**src/rtl/ais_pkg.sv**
```systemverilog
package ais_pkg;

    typedef enum logic {
        MODE_E1 = 1'b0,
        MODE_T1 = 1'b1
    } ais_mode_e;

    // Result of one finished window, valid for one cycle
    typedef struct packed {
        logic done;
        logic sparse;
    } ais_verdict_t;

endpackage

```
**src/rtl/ais_window.sv**
```systemverilog
module ais_window
    import ais_pkg::*;
#(
    parameter int E1_LEN  = 512,
    parameter int T1_LEN  = 4632,
    parameter int E1_ZMIN = 3,
    parameter int T1_ZMIN = 6
) (
    input  logic         clk,
    input  logic         rst_n,
    input  logic         clear,
    input  ais_mode_e    mode,
    input  logic         bit_en,
    input  logic         bit_in,
    output ais_verdict_t verdict
);
    localparam int LMAX = (T1_LEN > E1_LEN) ? T1_LEN : E1_LEN;
    localparam int ZMAX = (T1_ZMIN > E1_ZMIN) ? T1_ZMIN : E1_ZMIN;
    localparam int PW   = $clog2(LMAX);
    localparam int ZW   = $clog2(ZMAX + 1);

    typedef struct packed {
        logic [PW-1:0] pos;
        logic [ZW-1:0] zeros;
        ais_verdict_t  verdict;
    } win_t;

    win_t win_d, win_q;
    logic [PW-1:0] last_pos;
    logic [ZW-1:0] zmin;
    logic [ZW-1:0] zeros_inc;

    always_comb begin
        last_pos  = (mode == MODE_T1) ? PW'(T1_LEN - 1) : PW'(E1_LEN - 1);
        zmin      = (mode == MODE_T1) ? ZW'(T1_ZMIN) : ZW'(E1_ZMIN);
        zeros_inc = (!bit_in && win_q.zeros < zmin) ? win_q.zeros + 1'b1 : win_q.zeros;
        win_d         = win_q;
        win_d.verdict = '0;
        if (clear) begin
            win_d.pos   = '0;
            win_d.zeros = '0;
        end else if (bit_en) begin
            if (win_q.pos == last_pos) begin
                win_d.verdict.done   = 1'b1;
                win_d.verdict.sparse = (zeros_inc < zmin);
                win_d.pos            = '0;
                win_d.zeros          = '0;
            end else begin
                win_d.pos   = win_q.pos + 1'b1;
                win_d.zeros = zeros_inc;
            end
        end
    end

    always_ff @(posedge clk or negedge rst_n) begin
        if (!rst_n) win_q <= '0;
        else        win_q <= win_d;
    end

    assign verdict = win_q.verdict;

    p_pos_bound_r11: assert property (@(posedge clk) disable iff (!rst_n)
        win_q.pos <= last_pos);
    p_zero_sat_r4: assert property (@(posedge clk) disable iff (!rst_n)
        win_q.zeros <= zmin);
    p_done_at_wrap_r11: assert property (@(posedge clk) disable iff (!rst_n)
        verdict.done |-> ($past(bit_en) && win_q.pos == '0));

endmodule

```
**src/rtl/ais_alarm.sv**
```systemverilog
module ais_alarm
    import ais_pkg::*;
#(
    parameter int E1_RUN = 2
) (
    input  logic         clk,
    input  logic         rst_n,
    input  logic         clear,
    input  ais_mode_e    mode,
    input  ais_verdict_t verdict,
    input  logic         irq_mask,
    output logic         alarm,
    output logic         irq
);
    localparam int RW = $clog2(E1_RUN + 1);

    typedef struct packed {
        logic [RW-1:0] run;
        logic          alarm;
        logic          irq;
    } alm_t;

    alm_t alm_d, alm_q;
    logic [RW-1:0] run_next;

    always_comb begin
        run_next  = (alm_q.run < RW'(E1_RUN)) ? alm_q.run + 1'b1 : alm_q.run;
        alm_d     = alm_q;
        alm_d.irq = 1'b0;
        if (clear) begin
            alm_d.run   = '0;
            alm_d.alarm = 1'b0;
        end else if (verdict.done) begin
            if (!verdict.sparse) begin
                alm_d.run   = '0;
                alm_d.alarm = 1'b0;
            end else if (mode == MODE_T1) begin
                alm_d.alarm = 1'b1;
            end else begin
                alm_d.run   = run_next;
                alm_d.alarm = (run_next == RW'(E1_RUN));
            end
        end
        alm_d.irq = alm_d.alarm & ~alm_q.alarm & ~irq_mask;
    end

    always_ff @(posedge clk or negedge rst_n) begin
        if (!rst_n) alm_q <= '0;
        else        alm_q <= alm_d;
    end

    assign alarm = alm_q.alarm;
    assign irq   = alm_q.irq;

    p_irq_on_rise_r9: assert property (@(posedge clk) disable iff (!rst_n)
        irq |-> (alarm && !$past(alarm)));
    p_irq_masked_r9: assert property (@(posedge clk) disable iff (!rst_n)
        irq |-> !$past(irq_mask));
    p_alarm_moves_on_verdict_r2: assert property (@(posedge clk) disable iff (!rst_n)
        (alarm != $past(alarm)) |-> $past(verdict.done || clear));
    p_clear_drops_r10: assert property (@(posedge clk) disable iff (!rst_n)
        clear |=> !alarm);
    p_e1_run_r2: assert property (@(posedge clk) disable iff (!rst_n)
        ($rose(alarm) && $past(mode) == MODE_E1) |-> ($past(alm_q.run) == RW'(E1_RUN - 1)));

endmodule

```
**src/rtl/ais_detector.sv**
```systemverilog
module ais_detector
    import ais_pkg::*;
#(
    parameter int E1_LEN  = 512,
    parameter int T1_LEN  = 4632,
    parameter int E1_ZMIN = 3,
    parameter int T1_ZMIN = 6,
    parameter int E1_RUN  = 2
) (
    input  logic clk,
    input  logic rst_n,
    input  logic bit_en,
    input  logic bit_in,
    input  logic mode_t1,
    input  logic irq_mask,
    output logic alarm,
    output logic irq
);
    ais_mode_e    mode_d, mode_q;
    logic         clear;
    ais_verdict_t verdict;

    always_comb begin
        mode_d = ais_mode_e'(mode_t1);
        clear  = (mode_d != mode_q);
    end

    always_ff @(posedge clk or negedge rst_n) begin
        if (!rst_n) mode_q <= MODE_E1;
        else        mode_q <= mode_d;
    end

    ais_window #(
        .E1_LEN (E1_LEN),
        .T1_LEN (T1_LEN),
        .E1_ZMIN(E1_ZMIN),
        .T1_ZMIN(T1_ZMIN)
    ) u_window (
        .clk    (clk),
        .rst_n  (rst_n),
        .clear  (clear),
        .mode   (mode_q),
        .bit_en (bit_en),
        .bit_in (bit_in),
        .verdict(verdict)
    );

    ais_alarm #(
        .E1_RUN(E1_RUN)
    ) u_alarm (
        .clk     (clk),
        .rst_n   (rst_n),
        .clear   (clear),
        .mode    (mode_q),
        .verdict (verdict),
        .irq_mask(irq_mask),
        .alarm   (alarm),
        .irq     (irq)
    );

    p_reset_quiet_r1: assert property (@(posedge clk) !rst_n |-> (!alarm && !irq));

endmodule

```
**config.mk**
```make
export PLATFORM = sky130hd
export DESIGN_NAME = ais_detector
export DESIGN_NICKNAME = d
export VERILOG_FILES = /design/src/rtl/ais_pkg.sv /design/src/rtl/ais_window.sv /design/src/rtl/ais_alarm.sv /design/src/rtl/ais_detector.sv
export SDC_FILE = /design/constraint.sdc
export NUM_CORES = 1
export LEC_CHECK = 0
export BUFFER_PORTS_ARGS = -buffer_cell sky130_fd_sc_hd__clkbuf_2
export CAP_MARGIN = 10
export CORE_MARGIN = 2
export CORE_UTILIZATION = 53
export DETAILED_ROUTE_END_ITERATION = 16
export PLACE_DENSITY = 0.76
export SETUP_SLACK_MARGIN = 0.3
export SLEW_MARGIN = 30
export SYNTH_ARGS = -nofsm -noshare
export SYNTH_HDL_FRONTEND = slang
export SYNTH_SLANG_ARGS = --single-unit
```
**constraint.sdc**
```tcl
create_clock -name clk -period 1.75 [get_ports clk]
set_input_delay 0.35 -clock clk [delete_from_list [all_inputs] [get_ports clk]]
set_output_delay 0.35 -clock clk [all_outputs]
set_load 0.05 [all_outputs]
```
==> flow_metrics.py <==
metrics = {
    "logic_synthesis": {
        "yosysMostFrequentCell": "dfrtp_1",
        "synth_cells": 138,
        "synth_top_flop_cell": "dfrtp_1",
        "synth_top_area_share_pct": 44.9,
        "yosysWarnings": 0,
        "synth.distinct_cells": 37,
        "ys_ff_latch": 23,
        "synthTopCellsByArea": "dfrtp_1 45%, ha_1 5.9%, nand3_1 5.5%, nand2_1 5.3%, o21ai_0 3.1%",
        "syn-num-nets": 150,
        "avgSynthCellArea_um2": 9.29,
        "synth_seq_area_share_pct": 44.9,
        "synth-async-reset-ratio_pct": 100,
        "yosys-top-cells-count": "23 x dfrtp_1, 18 x nand2_1, 14 x nand3_1",
        "synth_edf_count": 0,
        "yosysTopAreaCell": "dfrtp_1",
        "syn_area_mm2": 0.00128,
    },
    "sta": {
        "slew_headroom_pct": 61.7,
        "timing.fmax_mhz": 486,
        "worst_slew_pin_slew_ps": 574,
        "final.min_clock_period_ps": 2060,
        "slew_violations": 0,
        "finClkSkew_ps": 2.04,
        "worst_slack_ps": -309,
        "rsz0062_at_grt": "yes",
        "post-route-period-util_pct": 118,
        "holdWs_ps": 0.930,
        "hold_viol_final": 0,
        "setup_violations": 15,
    },
    "pwr": {
        "vdd.ir_drop.worst_v": 0.000435,
        "powerDensity_mw_per_mm2": 540,
        "p_leak_nw": 0.846,
    },
    "global_route": {
        "globalRouteTotalUtil_pct": 25.5,
        "antenna_found_initial": 0,
        "grt_overflow_total": 0,
        "grt_max_degree": 24,
        "grt_pass1_vias": 1161,
        "grt_pass1_wl_um": 5050,
    },
    "placement": {
        "hpwlAfterDp_um": 2150,
        "io_buffers": 7,
        "pre_cts_ws_ps": -202,
        "finalWeightedCongestion": 0.796,
    },
    "worst_setup_path": {
        "crit_buf_inv": 2,
        "crit_path_max_fanout": 6,
        "reg2regPathDepth": 7,
        "cp_cell_sequence": "buf_4 -> o211ai_1 -> buf_4 -> nand2_1 -> o22ai_1 -> a21oi_1 -> a2111oi_4",
        "crit_top_cell": "buf_4",
        "startpoint_type": "flop",
        "arrival_ps": 2280,
        "path_delay_family": "compound AO/OA/AOI/OAI gates",
        "r2r-start": "mode_q",
        "rr_endpoint": "u_window.verdict[0]",
        "slowest_stage": "dfrtp_2",
        "crit_path_end_kind": "flop",
        "cpPeakStageDelay_ps": 490,
        "crit_type": "reg -> reg",
        "required_ps": 1970,
        "r2r_slack_ps": -310,
    },
    "status": {
        "violations": "negative setup slack",
        "outcome": "complete, but fails checks",
    },
    "clock_network": {
        "tritoncts": "yes",
        "path_clk_slew_ps": 130,
        "cts.hold.buffers_added": 0,
        "cts.sinks": 23,
        "worstSkewPairLatency_ps": 310,
        "cts_inserted_buffers": 3,
        "htree_num_levels": 1,
        "clock_path_buffers": 2,
        "root_buffer": "clkbuf_4",
    },
    "routing": {
        "first_pass_iters": 4,
        "drt_iter0_drc": 35,
        "wl_um": 3880,
        "vias": 1306,
        "ant_nets": 0,
        "wl_per_cell_um": 18.6,
        "routed_via_density": 6.28,
        "drc": 0,
    },
    "final_layout": {
        "syn2layout_area_growth_pct": 48.5,
        "antennaDiodeCount": 0,
        "final_nets": 193,
        "fin_util_pct": 84.5,
        "layout-drive-gt1-share_pct": 46.7,
    },
    "die": {
        "core_mm2": 0.00225,
        "initial_core_util_pct": 56.9,
        "die_x_um": 53.2,
        "dieHeight_um": 53.2,
        "die_area_mm2": 0.00283,
        "rows": 17,
        "num_io_pins": 8,
    },
    "job": {
        "cap_violations": 0,
    },
    "hold_path": {
        "hold_class": "in -> async",
    },
}
-- cell families after synthesis --
logic type	count (synthesis)	share of synthesized area, %
XOR/XNOR	4	2.73
buffers and inverters	10	4.19
AO/OA/AOI/OAI	32	16.7
adder cells (fa/ha/maj)	6	5.85
AND/OR/NAND/NOR	63	25.7
flip-flops	23	44.9
-- worst reg2reg max path: stages (launching register included) --
cell,delay (ps)
dfrtp_2,490
buf_4,160
o211ai_1,280
buf_4,170
nand2_1,110
o22ai_1,250
a21oi_1,120
a2111oi_4,370
-- state kept, by name, summed over array words and instances (netlist names) --
name and flops:
mode_q 1, u_alarm.alarm 1, u_alarm.alm_q 2, u_alarm.irq 1
u_window.verdict 2, u_window.win_q 16
-- repair_timing --
item | 4_1_cts | 5_1_grt
pin swaps | 5 | 18
resized for setup | 9 | 43
buffers inserted | 3 | 4
cloned | 0 | 1
endpoints found under the setup margin | 19 | 19
-- layout make-up --
type,instances,area [um2]
fillers,128,350
multi-input cells,105,886
well taps,28,35.0
repair buffers,43,362
inverters,5,18.8
clock buffers,4,26.3
flip-flops and latches,23,577
-- routing by layer --
layer / global-route usage [%] / wire length (um)
met3: 2.54 / 174
met2: 47.5 / 2080
met1: 29.9 / 1560
met5: 0 / 0
met4: 8.97 / 61
-- worst max-delay path by stage --
stage                      start                   to  slack (ps)  cells past startpoint
6_report                  mode_q  u_window.verdict[0]        -310                      7
5_1_grt                   mode_q  u_window.verdict[0]        -350                      8
4_1_cts        u_window.win_q[5]   u_window.win_q[11]        -120                      7
3_5_place_dp              mode_q  u_window.verdict[0]        -200                      7
3_3_place_gp              mode_q  u_window.verdict[0]        -190                      7
2_1_floorplan  u_window.win_q[5]   u_window.win_q[16]         -80                      6
-- cell usage in the layout (no fill, tap or decap), drive strengths merged, types with 5 or more instances in the layout --
master  instances
a21oi           7
buf            35
clkbuf         12
dfrtp          23
ha              6
inv             5
nand2          18
nand3          14
nor2            5
o21ai           9
or3             5
-- where the power goes --
| group | total (mW) | switching, mW | internal (mW) |
|---|---|---|---|
| sequential | 0.558 | 0.0145 | 0.543 |
| combinational | 0.218 | 0.111 | 0.107 |
| clock | 0.253 | 0.164 | 0.0892 |
-- metrics by stage --
stage	total power [mW]	instance area [um2]	TNS, ps	std cells
6_report	1.03	1900	-1920	208
5_1_grt	1.06	1900	-2860	208
4_1_cts	0.971	1650	-939	203
3_5_place_dp	0.713	1550	-686	196
3_3_place_gp	0.706	1550	-463	196
2_1_floorplan	0.633	1290	-731	138
Power figures use the tool's default switching activity.
